### src/rtl/vup_pkg.sv
package vup_pkg;

  localparam int WORD_W = 32;
  localparam int QW_W   = 128;

  typedef enum logic [1:0] {
    FMT_W32 = 2'd0,
    FMT_H16 = 2'd1,
    FMT_B8  = 2'd2,
    FMT_C5  = 2'd3
  } vup_fmt_e;

  // input words that make up one vector (colour format shares a word)
  function automatic logic [2:0] words_per_vec(input vup_fmt_e f);
    case (f)
      FMT_W32: return 3'd4;
      FMT_H16: return 3'd2;
      default: return 3'd1;
    endcase
  endfunction

endpackage

### src/rtl/vup_expand.sv
module vup_expand
  import vup_pkg::*;
(
  input  vup_fmt_e                 fmt,
  input  logic                     sext,
  input  logic [3:0][WORD_W-1:0]   words,
  input  logic                     hi_half,
  output logic [QW_W-1:0]          qword
);

  logic [15:0]           half;
  logic [3:0][7:0]       c5f;
  logic [3:0][WORD_W-1:0] lane;

  assign half = hi_half ? words[0][31:16] : words[0][15:0];
  assign c5f  = {{half[15], 7'b0}, {half[14:10], 3'b0},
                 {half[9:5], 3'b0}, {half[4:0], 3'b0}};

  for (genvar g = 0; g < 4; g++) begin : g_lane
    logic [15:0]       e16;
    logic [7:0]        e8;
    logic [WORD_W-1:0] x16, x8;
    assign e16 = words[g/2][16*(g%2) +: 16];
    assign e8  = words[0][8*g +: 8];
    assign x16 = sext ? {{16{e16[15]}}, e16} : {16'b0, e16};
    assign x8  = sext ? {{24{e8[7]}}, e8} : {24'b0, e8};
    assign lane[g] = (fmt == FMT_W32) ? words[g] :
                     (fmt == FMT_H16) ? x16 :
                     (fmt == FMT_B8)  ? x8  : {24'b0, c5f[g]};
  end

  assign qword = lane;

endmodule

### src/rtl/vup_gather.sv
module vup_gather
  import vup_pkg::*;
(
  input  logic              clk,
  input  logic              rst,
  input  logic              clear,
  input  vup_fmt_e          fmt,
  input  logic              sext,
  input  logic              want,
  input  logic              take,
  input  logic              word_valid,
  input  logic [WORD_W-1:0] word,
  output logic              word_ready,
  output logic              vec_valid,
  output logic [QW_W-1:0]   vec
);

  logic [3:0][WORD_W-1:0] wbuf_q;
  logic [2:0]             cnt_q, base, need;
  logic                   c5, room, acc;

  // cnt_q counts words held, or halves left for the colour format
  assign need       = words_per_vec(fmt);
  assign c5         = (fmt == FMT_C5);
  assign vec_valid  = c5 ? (cnt_q != 3'd0) : (cnt_q == need);
  assign room       = c5 ? ((cnt_q == 3'd0) || (take && cnt_q == 3'd1))
                         : (!vec_valid || take);
  assign word_ready = want && room;
  assign acc        = word_ready && word_valid;
  assign base       = !take ? cnt_q : (c5 ? cnt_q - 3'd1 : 3'd0);

  always_ff @(posedge clk) begin
    if (rst || clear) begin
      cnt_q <= 3'd0;
    end else if (acc) begin
      cnt_q <= c5 ? 3'd2 : base + 3'd1;
    end else begin
      cnt_q <= base;
    end
  end

  always_ff @(posedge clk) begin
    if (acc) begin
      wbuf_q[c5 ? 2'd0 : base[1:0]] <= word;
    end
  end

  vup_expand u_expand (
    .fmt     (fmt),
    .sext    (sext),
    .words   (wbuf_q),
    .hi_half (cnt_q == 3'd1),
    .qword   (vec)
  );

endmodule

### src/rtl/vup_slot_seq.sv
module vup_slot_seq #(
  parameter int AW    = 10,
  parameter int CYC_W = 8
) (
  input  logic             clk,
  input  logic             rst,
  input  logic             load,
  input  logic [AW-1:0]    start_addr,
  input  logic             adv,
  input  logic [CYC_W-1:0] wl,
  input  logic [CYC_W-1:0] cl,
  output logic [AW-1:0]    addr,
  output logic             need_in,
  output logic             nxt_need
);

  logic [CYC_W-1:0] pos_q, pos_nxt;
  logic             fill_mode, skip_mode, cyc_end;
  logic [AW-1:0]    step;

  assign fill_mode = wl > cl;
  assign skip_mode = cl > wl;
  assign cyc_end   = (pos_q == wl - CYC_W'(1));
  assign pos_nxt   = cyc_end ? '0 : pos_q + CYC_W'(1);
  assign step      = (skip_mode && cyc_end) ? AW'(cl - wl) + AW'(1) : AW'(1);
  assign need_in   = !(fill_mode && pos_q >= cl);
  assign nxt_need  = !(fill_mode && pos_nxt >= cl);

  always_ff @(posedge clk) begin
    if (rst) begin
      pos_q <= '0;
      addr  <= '0;
    end else if (load) begin
      pos_q <= '0;
      addr  <= start_addr;
    end else if (adv) begin
      pos_q <= pos_nxt;
      addr  <= addr + step;
    end
  end

endmodule

### src/rtl/vec_unpack_engine.sv
module vec_unpack_engine
  import vup_pkg::*;
#(
  parameter int MEM_DEPTH = 1024,
  parameter int CNT_W     = 16,
  parameter int CYC_W     = 8,
  localparam int AW       = $clog2(MEM_DEPTH)
) (
  input  logic              clk,
  input  logic              rst,
  input  logic              cfg_valid,
  input  logic [CYC_W-1:0]  cfg_wlen,
  input  logic [CYC_W-1:0]  cfg_clen,
  input  logic [QW_W-1:0]   cfg_fill,
  input  logic              cmd_valid,
  output logic              cmd_ready,
  input  logic [AW-1:0]     cmd_addr,
  input  logic [CNT_W-1:0]  cmd_count,
  input  logic [1:0]        cmd_fmt,
  input  logic              cmd_sign,
  input  logic              in_valid,
  output logic              in_ready,
  input  logic [WORD_W-1:0] in_data,
  output logic              mem_we,
  output logic [AW-1:0]     mem_addr,
  output logic [QW_W-1:0]   mem_wdata,
  output logic              done
);

  logic [CYC_W-1:0] wl_q, cl_q;
  logic [QW_W-1:0]  fill_q;
  logic [CNT_W-1:0] rem_q;
  vup_fmt_e         fmt_q;
  logic             sign_q, active_q, fin_q;

  logic             start, adv, take, last, want;
  logic             need_in, nxt_need, vec_valid;
  logic [AW-1:0]    slot_addr;
  logic [QW_W-1:0]  vec;

  assign cmd_ready = !active_q;
  assign start     = cmd_valid && !active_q;
  assign last      = (rem_q == CNT_W'(1));
  assign adv       = active_q && (!need_in || vec_valid);
  assign take      = adv && need_in;
  assign want      = active_q && (take ? (nxt_need && !last) : need_in);

  vup_slot_seq #(.AW(AW), .CYC_W(CYC_W)) u_seq (
    .clk        (clk),
    .rst        (rst),
    .load       (start),
    .start_addr (cmd_addr),
    .adv        (adv),
    .wl         (wl_q),
    .cl         (cl_q),
    .addr       (slot_addr),
    .need_in    (need_in),
    .nxt_need   (nxt_need)
  );

  vup_gather u_gather (
    .clk        (clk),
    .rst        (rst),
    .clear      (start),
    .fmt        (fmt_q),
    .sext       (sign_q),
    .want       (want),
    .take       (take),
    .word_valid (in_valid),
    .word       (in_data),
    .word_ready (in_ready),
    .vec_valid  (vec_valid),
    .vec        (vec)
  );

  // configuration: frozen while a transfer runs
  always_ff @(posedge clk) begin
    if (rst) begin
      wl_q   <= CYC_W'(1);
      cl_q   <= CYC_W'(1);
      fill_q <= '0;
    end else if (cfg_valid && !active_q) begin
      wl_q   <= (cfg_wlen == '0) ? CYC_W'(1) : cfg_wlen;
      cl_q   <= (cfg_clen == '0) ? CYC_W'(1) : cfg_clen;
      fill_q <= cfg_fill;
    end
  end

  // transfer control and registered write port
  always_ff @(posedge clk) begin
    if (rst) begin
      active_q  <= 1'b0;
      rem_q     <= '0;
      fmt_q     <= FMT_W32;
      sign_q    <= 1'b0;
      fin_q     <= 1'b0;
      done      <= 1'b0;
      mem_we    <= 1'b0;
      mem_addr  <= '0;
      mem_wdata <= '0;
    end else begin
      fin_q  <= 1'b0;
      mem_we <= 1'b0;
      done   <= fin_q;
      if (start) begin
        active_q <= (cmd_count != '0);
        rem_q    <= cmd_count;
        fmt_q    <= vup_fmt_e'(cmd_fmt);
        sign_q   <= cmd_sign;
        fin_q    <= (cmd_count == '0);
      end else if (adv) begin
        mem_we    <= 1'b1;
        mem_addr  <= slot_addr;
        mem_wdata <= need_in ? vec : fill_q;
        rem_q     <= rem_q - CNT_W'(1);
        if (last) begin
          active_q <= 1'b0;
          fin_q    <= 1'b1;
        end
      end
    end
  end

endmodule

### config.mk
export PLATFORM = sky130hd
export DESIGN_NAME = vec_unpack_engine
export DESIGN_NICKNAME = d
export VERILOG_FILES = /design/src/rtl/vup_pkg.sv /design/src/rtl/vup_expand.sv /design/src/rtl/vup_gather.sv /design/src/rtl/vup_slot_seq.sv /design/src/rtl/vec_unpack_engine.sv
export SDC_FILE = /design/constraint.sdc
export NUM_CORES = 1
export LEC_CHECK = 0
export ABC_CLOCK_PERIOD_IN_PS = 7000
export BUFFER_PORTS_ARGS = -buffer_cell sky130_fd_sc_hd__buf_2
export CORE_ASPECT_RATIO = 0.75
export CORE_MARGIN = 2
export CORE_UTILIZATION = 34
export DETAILED_ROUTE_END_ITERATION = 8
export GPL_TIMING_DRIVEN = 0
export SYNTH_ARGS = -nofsm -noshare
export SYNTH_HDL_FRONTEND = slang
export SYNTH_SLANG_ARGS = --single-unit
export TNS_END_PERCENT = 50
### constraint.sdc
create_clock -name clk -period 7 [get_ports clk]
set_input_delay 0.7 -clock clk [delete_from_list [all_inputs] [get_ports clk]]
set_output_delay 0.7 -clock clk [all_outputs]
set_load 0.005 [all_outputs]
==> results.yml, run 1 <==
synthesis:
  seq_area_frac_synth: 0.515
  synth_seq_cells: 454
  async_reset_ff_frac: 0
  yosys-top-cells-area: "dfxtp_1 (32%), edfxtp_1 (19%), nand2_1 (11%), a21oi_1 (9.3%), o211ai_1 (5.6%)"
  synthesis.nets: 2497
  synthTopCellsByCount: "nand2_1 (585), a21oi_1 (373), dfxtp_1 (326), o211ai_1 (151), clkbuf_1 (142)"
  synth-warning-count: 0
  ys_types: 78
  avgSynthCellArea_um2: 8.98
  synth_edf_count: 128
  synth.largest_area_cell: "dfxtp_1"
  synth_ff_type: "dfxtp_1"
  synth.most_common_cell: "nand2_1"
  netlist_instances: 2243
  yosysTopAreaCellShare: 0.324
  synth_area_um2: 20100
detailed_routing:
  vias: 18700
  postRouteAntennaNets: 0
  wl_um: 79000
  wire_per_inst_um: 22.7
  drc: 0
  firstDrtPassIters: 5
  viasPerCell: 5.39
  drt_iter0_markers: 1599
grt:
  grt_max_degree: 31
  grt_pass1_vias: 18100
  grt_use_met2: 0.390
  grt-ovfl-total: 0
  grt_pass1_wl_um: 115000
  busiest_layer: "met2"
  met3_usage: 0.0545
  antenna_found_initial: 4
  use_met1: 0.350
  gr-usage-all-layers: 0.250
floorplanning:
  die_y_um: 215
  start_util: 0.343
  dieArea_um2: 61200
  boundaryPins: 352
  rows: 77
  core-area_um2: 58800
  die_x_um: 285
timing:
  drv_slew: 11
  holdWs_ns: 0.322
  min_period_ns: 5.80
  setup_ws_ns: 1.20
  hold_viol: 0
  rsz0062_at_grt: "no"
  setup_viol: 0
  fin_skew_ns: 0.0172
  max_freq_mhz: 172
  worst_pin_slew_ns: 1.50
  relSlewSlack: -0.00124
  post-route-period-util: 0.829
power:
  peakVddDrop_mv: 0.173
  powerDensity_nw_per_um2: 265
  power.leakage_nw: 9.50
clocking:
  clk_latency_ns: 0.61
  clkSinkCount: 454
  clk_pin_slew_ns: 0.06
  cts_buffers: 47
  postCtsHoldBufs: 0
  cts_resized: 0
  cts_tree: "yes"
  htreeDepth: 2
  clock_path_buffers: 3
  root_buffer: "clkbuf_16"
  post_cts_buffers: 0
placement:
  port_buffers: 349
  dp.cells: 3389
  dpl.hpwl_um: 60900
  place.gp.congestion: 0.930
  dp_slack_ns: 1.20
min_path:
  hold_path_class: "in2reg"
worst_setup_path:
  cp_max_fo: 11
  worstPathArrival_ns: 6.11
  worstSetupPathType: "reg2reg"
  path_cells: "clkbuf_1 > or3b_2 > nor4_2 > a211oi_2 > nor4_4 > buf_4 > nor2_1 > ha_1 > a21o_1 > a221oi_1 > o21ai_0 > a31o_2 > a211oi_2 > nand3_1 > nor3_2 > buf_6 > buf_6"
  worst_path_largest_cell_delay_ns: 0.64
  cp_num_buf_inv: 4
  crit_path_end_kind: "flip-flop"
  cp.required_ns: 7.31
  cp_top_family: "simple AND/OR/NAND/NOR gates"
  cp_slowest_cell: "nor3_2"
  critPathLaunchType: "flip-flop"
outcome:
  status: "finished, violations left"
  violations: "capacitance limit, slew limit"
run:
  maxCapViolations: 2
finish:
  nNetsFinal: 2902
  drive_gt1_frac: 0.191
  final_cells: 3479
  syn_to_final_growth_pct: 22.3
  fillers: 5938
==> sequential cells by signal, summed over array words and instances, names as in the netlist <==
signal           count
active_q             1
cl_q                 8
done                 1
fill_q             128
fin_q                1
fmt_q                2
mem_addr            10
mem_wdata          128
mem_we               1
rem_q               16
sign_q               1
u_gather.cnt_q       3
u_gather.wbuf_q    128
u_seq.addr          10
u_seq.pos_q          8
wl_q                 8
==> metrics by stage <==
stage / power (mW) / instance area, um2 / util / TNS, ns
floorplan: 3.50 / 20200 / - / 0
global placement: 3.92 / 22900 / 0.390 / -61.99
detailed placement: 3.94 / 23000 / 0.392 / 0
CTS: 6.55 / 24600 / 0.419 / 0
global route: 6.77 / 24600 / 0.419 / 0
finish: 6.54 / 24600 / 0.419 / 0
==> worst reg2reg max path, stage by stage (launching register included) <==
cell,delay [ns]
dfxtp_1,0.33
clkbuf_1,0.33
or3b_2,0.49
nor4_2,0.20
a211oi_2,0.09
nor4_4,0.45
buf_4,0.28
nor2_1,0.10
ha_1,0.29
a21o_1,0.16
a221oi_1,0.26
o21ai_0,0.21
a31o_2,0.29
a211oi_2,0.58
nand3_1,0.35
nor3_2,0.64
buf_6,0.27
buf_6,0.19
==> cell families after synthesis <==
kind of cell,synth area share
multiplexers,0.0387
adder cells (fa/ha/maj),0.0281
AO/OA/AOI/OAI,0.198
XOR/XNOR,0.0148
buffers and inverters,0.0409
AND/OR/NAND/NOR,0.164
flip-flops,0.515
==> cell usage in the layout (no fill, tap or decap), drive strengths merged, types with 15 or more instances in the layout <==
cell / synthesis / final
dfxtp: 326 / 326
nand2: 587 / 587
edfxtp: 128 / 128
nor2: 73 / 73
nand3: 26 / 26
o211ai: 151 / 151
clkbuf: 143 / 202
buf: 31 / 387
a21oi: 373 / 373
ha: 42 / 42
xor2: 16 / 16
nor3: 24 / 24
a211oi: 24 / 24
a311oi: 21 / 21
inv: 32 / 38
mux2i: 43 / 43
xnor2: 18 / 18
o21ai: 16 / 16
clkinv: 1 / 15
==> power by group <==
part           internal (mW)  switching (mW)  total, mW
Sequential              2.82          0.0927       2.91
Combinational          0.325           0.664      0.988
Clock                   1.49            1.15       2.64
Total                   4.63            1.90       6.54
==> area by class of cell <==
cell class                 count  area, um2  area share
tap                          790        988      0.0401
clock buffer                  59       1310      0.0531
inverter                      33        124     0.00503
antenna                        3       7.51    0.000305
buffer                       174        701      0.0284
clock inverter                28        307      0.0124
sequential                   454      10400       0.421
timing repair buffer         356       1850      0.0749
multi-input combinational   1582       8990       0.365
==> per-layer routing <==
layer / wire length [um] / vias up
li1: - / 8779
met1: 35000 / 9117
met2: 34900 / 739
met3: 7110 / 109
met4: 2010 / 2
met5: 13 / -
==> final timing paths <==
check	startpoint	endpoint	slack, ns	cells past startpoint
worst min register to register	fin_q	done	0.44	1
worst max register to register	u_seq.pos_q[5]	u_gather.wbuf_q[90]	1.20	17
worst min-delay path	in_data[2]	u_gather.wbuf_q[34]	0.32	1
worst max-delay path	u_seq.pos_q[5]	u_gather.wbuf_q[90]	1.20	17
(Power assumes the default switching activity.)
==> run 2, diff against run 1 <==
ABC_CLOCK_PERIOD_IN_PS = 5400   (was 7000)
clock period = 5.4 ns   (was 7 ns; I/O delays follow)
==> run 2 against run 1 <==
Utilization is 0.11 points higher. Register-to-register slack got worse by 0.87 ns. Sequential share of layout area down 0.12 points. Count of clock-buffer cells in the layout up 5. Non-clock buffer count increased by 7. The flow now finishes without violations. Flip-flop and latch count unchanged. Critical path depth is 1 higher. Combinational power grew 31%. Maximum frequency is 14% higher. Die area is the same. Largest cell class unchanged.
==> results.yml, run 2 (synthesis gave the netlist of run 1 again) <==
timing:
  min_period_ns: 5.07
  max_freq_mhz: 197
  tns_ns: 0
  drv_slew: 0
  setup_ws_ns: 0.329
  worst_pin_slew_ns: 1.35
  relSlewSlack: 0.102
  rsz0062_at_grt: "no"
  post-route-period-util: 0.939
  setup_viol: 0
  fin_skew_ns: 0.0342
  hold_viol: 0
worst_setup_path:
  crit_top_cell: "buf_4"
  critPathLaunchType: "flip-flop"
  worst-path-stages: 18
  cp.required_ns: 5.69
  cp_slowest_cell: "or3b_2"
  worstSetupPathType: "reg2reg"
  cp_num_buf_inv: 5
  reg2reg_depth: 18
  crit_path_end_kind: "flip-flop"
  worst_path_largest_cell_delay_ns: 0.48
  worstPathArrival_ns: 5.36
  cp_top_family: "simple AND/OR/NAND/NOR gates"
  cp_max_fo: 14
  path_cells: "clkbuf_2 > or3b_2 > nor4_2 > a211oi_2 > nor4_4 > buf_4 > nor2_1 > ha_1 > a21o_1 > a221oi_1 > o21ai_0 > a31o_2 > a211oi_4 > buf_4 > nand3_2 > nor4_4 > buf_4 > buf_6"
outcome:
  status: "finished, final reports clean"
detailed_routing:
  firstDrtPassIters: 7
  drc: 0
  wire_per_inst_um: 22.5
  postRouteAntennaNets: 0
  wl_um: 78600
  viasPerCell: 5.40
  drt_iter0_markers: 1776
  vias: 18800
min_path:
  hold_path_class: "in2reg"
  holdPathStages: 1
grt:
  grt_max_degree: 29
  grt_pass1_vias: 18300
  gr-usage-all-layers: 0.249
  antenna_found_initial: 9
  grt_pass1_wl_um: 115000
  grt-ovfl-total: 0
floorplanning:
  boundaryPins: 352
  dieArea_um2: 61200
  core-area_um2: 58800
  rows: 77
  die_y_um: 215
  start_util: 0.343
  die_x_um: 285
finish:
  drive_gt1_frac: 0.193
  syn_to_final_growth_pct: 22.6
  fillers: 5918
  final_cell_mix: "nand2_1 (585), a21oi_1 (372), buf_2 (371)"
  final_common_cell: "nand2_1"
  nNetsFinal: 2909
  multiInputGateArea_um2: 9010
  seq_area_um2: 10400
  design_area_um2: 24700
power:
  power.leakage_nw: 9.54
  powerDensity_nw_per_um2: 339
  power.total_mw: 8.39
  peakVddDrop_mv: 0.224
placement:
  port_buffers: 349
  dpl.hpwl_um: 60600
  place_area_um2: 23000
  dp_slack_ns: -0.458
  place.gp.congestion: 0.980
clocking:
  postCtsHoldBufs: 0
  clk_pin_slew_ns: 0.07
  cts_buffers: 47
  htreeDepth: 2
  root_buffer: "clkbuf_16"
  cts_tree: "yes"
  clkSinkCount: 454
  clk_latency_ns: 0.62
  clock_path_buffers: 3
run:
  maxCapViolations: 0
run 2: changes by cell type in the layout (fill, tap and decap cells not counted), moves of 3 or more:
cell,change
buf_4,+7
buf_6,-3
bufinv_16,-3
clkinv_2,+3
run 2: where the power goes:
group          internal, mW  switching (mW)  total (mW)
logic                 0.424           0.861        1.29
clock network          1.87            1.47        3.34
registers              3.65           0.116        3.77
total                  5.94            2.45        8.39
run 2: final cells by class:
cell class / instances / area share
Sequential cell: 454 / 0.420
Inverter: 33 / 0.00501
Clock buffer: 64 / 0.0563
Multi-Input combinational cell: 1582 / 0.365
Timing Repair Buffer: 363 / 0.0782
Clock inverter: 22 / 0.00734
Buffer: 174 / 0.0285
Tap cell: 790 / 0.0400
Antenna cell: 4 / 0.000405
run 2: timing repair:
action                     CTS  global route
buffers inserted             6             3
gates resized for setup      2             1
setup endpoints to repair   88            56
cloned                       0             0
pin swaps                    2             1
run 2: layer usage:
layer / vias to the layer above / share of wire / wire, um / GRT usage
li1: 8773 / - / - / -
met1: 9127 / 0.44 / 34900 / 0.351
met2: 778 / 0.44 / 34300 / 0.382
met3: 122 / 0.086 / 6770 / 0.0528
met4: 10 / 0.032 / 2480 / 0.0761
met5: - / 0.00073 / 57 / 0
run 2: worst paths after layout:
kind | startpoint | endpoint | slack [ns]
worst min register to register | fin_q | done | 0.45
worst max-delay path | u_seq.pos_q[5] | u_gather.wbuf_q[103] | 0.33
worst max register to register | u_seq.pos_q[5] | u_gather.wbuf_q[103] | 0.33
worst min-delay path | in_data[14] | u_gather.wbuf_q[14] | 0.15
run 2: metrics by stage:
stage / util / hold WS, ns / instances
6_report: 0.421 / 0.145 / 3486
5_1_grt: 0.420 / 0.145 / 3483
4_1_cts: 0.420 / 0.127 / 3479
3_5_place_dp: 0.392 / 0.435 / 3387
3_3_place_gp: 0.390 / 0.421 / 3382
2_1_floorplan: - / 0.414 / 2243
==> run 3, diff against run 2 <==
RECOVER_POWER = 50   (was unset)
==> run 3 against run 2 <==
The flow now finishes with violations (capacitance limit, slew limit). Global-route usage unchanged. Combinational power is essentially flat. Critical path depth is the same. Total power down 0.12%. Wire length is 0.24% higher. Count of clock-buffer cells in the layout stayed put. Setup slack got worse by 0.031 ns. Non-clock buffer count did not move.
==> results.yml, run 3 (synthesis gave the netlist of run 1 again) <==
outcome:
  status: "finished, violations left"
  violations: "capacitance limit, slew limit"
clocking:
  root_buffer: "clkbuf_16"
  clock_path_buffers: 3
  postCtsHoldBufs: 0
  cts_buffers: 47
  htreeDepth: 2
  cts_tree: "yes"
  clk_pin_slew_ns: 0.07
  clkSinkCount: 454
  clk_latency_ns: 0.62
detailed_routing:
  viasPerCell: 5.39
  drt_iter0_markers: 1827
  postRouteAntennaNets: 0
  wire_per_inst_um: 22.6
  drc: 0
  vias: 18800
  firstDrtPassIters: 5
  wl_um: 78800
worst_setup_path:
  crit_path_end_kind: "flip-flop"
  cp_max_fo: 14
  cp.required_ns: 5.69
  worstSetupPathType: "reg2reg"
  worstPathArrival_ns: 5.39
  crit_top_cell: "buf_4"
  cp_slowest_cell: "or3b_2"
  critPathLaunchType: "flip-flop"
  path_cells: "clkbuf_2 > or3b_2 > nor4_2 > a211oi_2 > nor4_4 > buf_4 > nor2_1 > ha_1 > a21o_1 > a221oi_1 > o21ai_0 > a31o_2 > a211oi_4 > buf_4 > nand3_2 > nor4_4 > buf_4 > buf_6"
  worst_path_largest_cell_delay_ns: 0.48
placement:
  dp_slack_ns: -0.458
  dpl.hpwl_um: 60600
  place.gp.congestion: 0.980
  dp.cells: 3387
  place_area_um2: 23000
  port_buffers: 349
finish:
  final_cells: 3487
  design_area_um2: 24600
  seq_area_um2: 10400
  final_common_cell: "nand2_1"
  fillers: 5962
  finish.utilization: 0.418
  nNetsFinal: 2909
  multiInputGateArea_um2: 9000
  final_cell_mix: "nand2_1 (585), a21oi_1 (372), dfxtp_1 (326)"
  drive_gt1_frac: 0.150
  syn_to_final_growth_pct: 21.9
timing:
  holdWs_ns: 0.168
  min_period_ns: 5.10
  hold_viol: 0
  post-route-period-util: 0.945
  relSlewSlack: -0.0571
  setup_ws_ns: 0.298
  worst_pin_slew_ns: 1.59
  setup_viol: 0
  drv_slew: 22
  rsz0062_at_grt: "no"
  fin_skew_ns: 0.0344
  max_freq_mhz: 196
  tns_ns: 0
grt:
  grt_pass1_vias: 18300
  grt_max_degree: 29
  grt_pass1_wl_um: 115000
  grt-ovfl-total: 0
  gr-usage-all-layers: 0.249
  antenna_found_initial: 8
min_path:
  hold_path_class: "in2reg"
floorplanning:
  boundaryPins: 352
  dieArea_um2: 61200
  die_y_um: 215
  start_util: 0.343
  core-area_um2: 58800
  rows: 77
  die_x_um: 285
power:
  power.total_mw: 8.38
  peakVddDrop_mv: 0.225
  powerDensity_nw_per_um2: 341
  power.leakage_nw: 9.08
run:
  maxCapViolations: 2
run 3: cell types whose count changed in the layout (fill, tap and decap cells not counted):
cell	before	now
diode_2	4	5
clkbuf_2	4	3
o31ai_1	1	2
clkbuf_1	145	261
buf_2	371	256
o31ai_4	1	0
run 3: path summary, 6_finish.rpt:
kind	slack, ns	start	cells past startpoint	to
min reg2reg	0.45	fin_q	1	done
max	0.30	u_seq.pos_q[5]	18	u_gather.wbuf_q[103]
max reg2reg	0.30	u_seq.pos_q[5]	18	u_gather.wbuf_q[103]
min	0.17	cfg_fill[95]	3	fill_q[95]
run 3: layer usage:
layer	wire (um)	share of wire	vias to the layer above	global-route usage
li1	-	-	8774	-
met1	34900	0.44	9099	0.351
met2	34500	0.44	800	0.382
met3	6930	0.088	112	0.0528
met4	2390	0.030	2	0.0761
met5	16	0.00020	-	0
run 3: timing repair:
item | CTS | global route
setup buffers | 6 | 3
pin swaps | 2 | 1
gates resized for setup | 2 | 1
endpoints found under the setup margin | 88 | 56
run 3: area by class of cell:
type | instances | share of cell area
Antenna cell | 5 | 0.000510
Buffer | 174 | 0.0286
Clock buffer | 64 | 0.0566
Clock inverter | 22 | 0.00739
Inverter | 33 | 0.00504
Multi-Input combinational cell | 1582 | 0.366
Sequential cell | 454 | 0.422
Tap cell | 790 | 0.0403
Timing Repair Buffer | 363 | 0.0729
run 3: report_power, final:
part	leakage, nW	switching (mW)	internal (mW)
Combinational	4.49	0.859	0.413
Sequential	3.82	0.118	3.65
Clock	0.782	1.47	1.87
run 3: critical path, delay by kind of cell, from the launching register on:
| family | cells | cell delay [ns] |
|---|---|---|
| and+or+nand+nor | 6 | 1.68 |
| AOI/OAI and AO/OA | 6 | 1.34 |
| buffers and inverters | 5 | 1.09 |
| DFF | 1 | 0.36 |
| adders and majority gates | 1 | 0.30 |
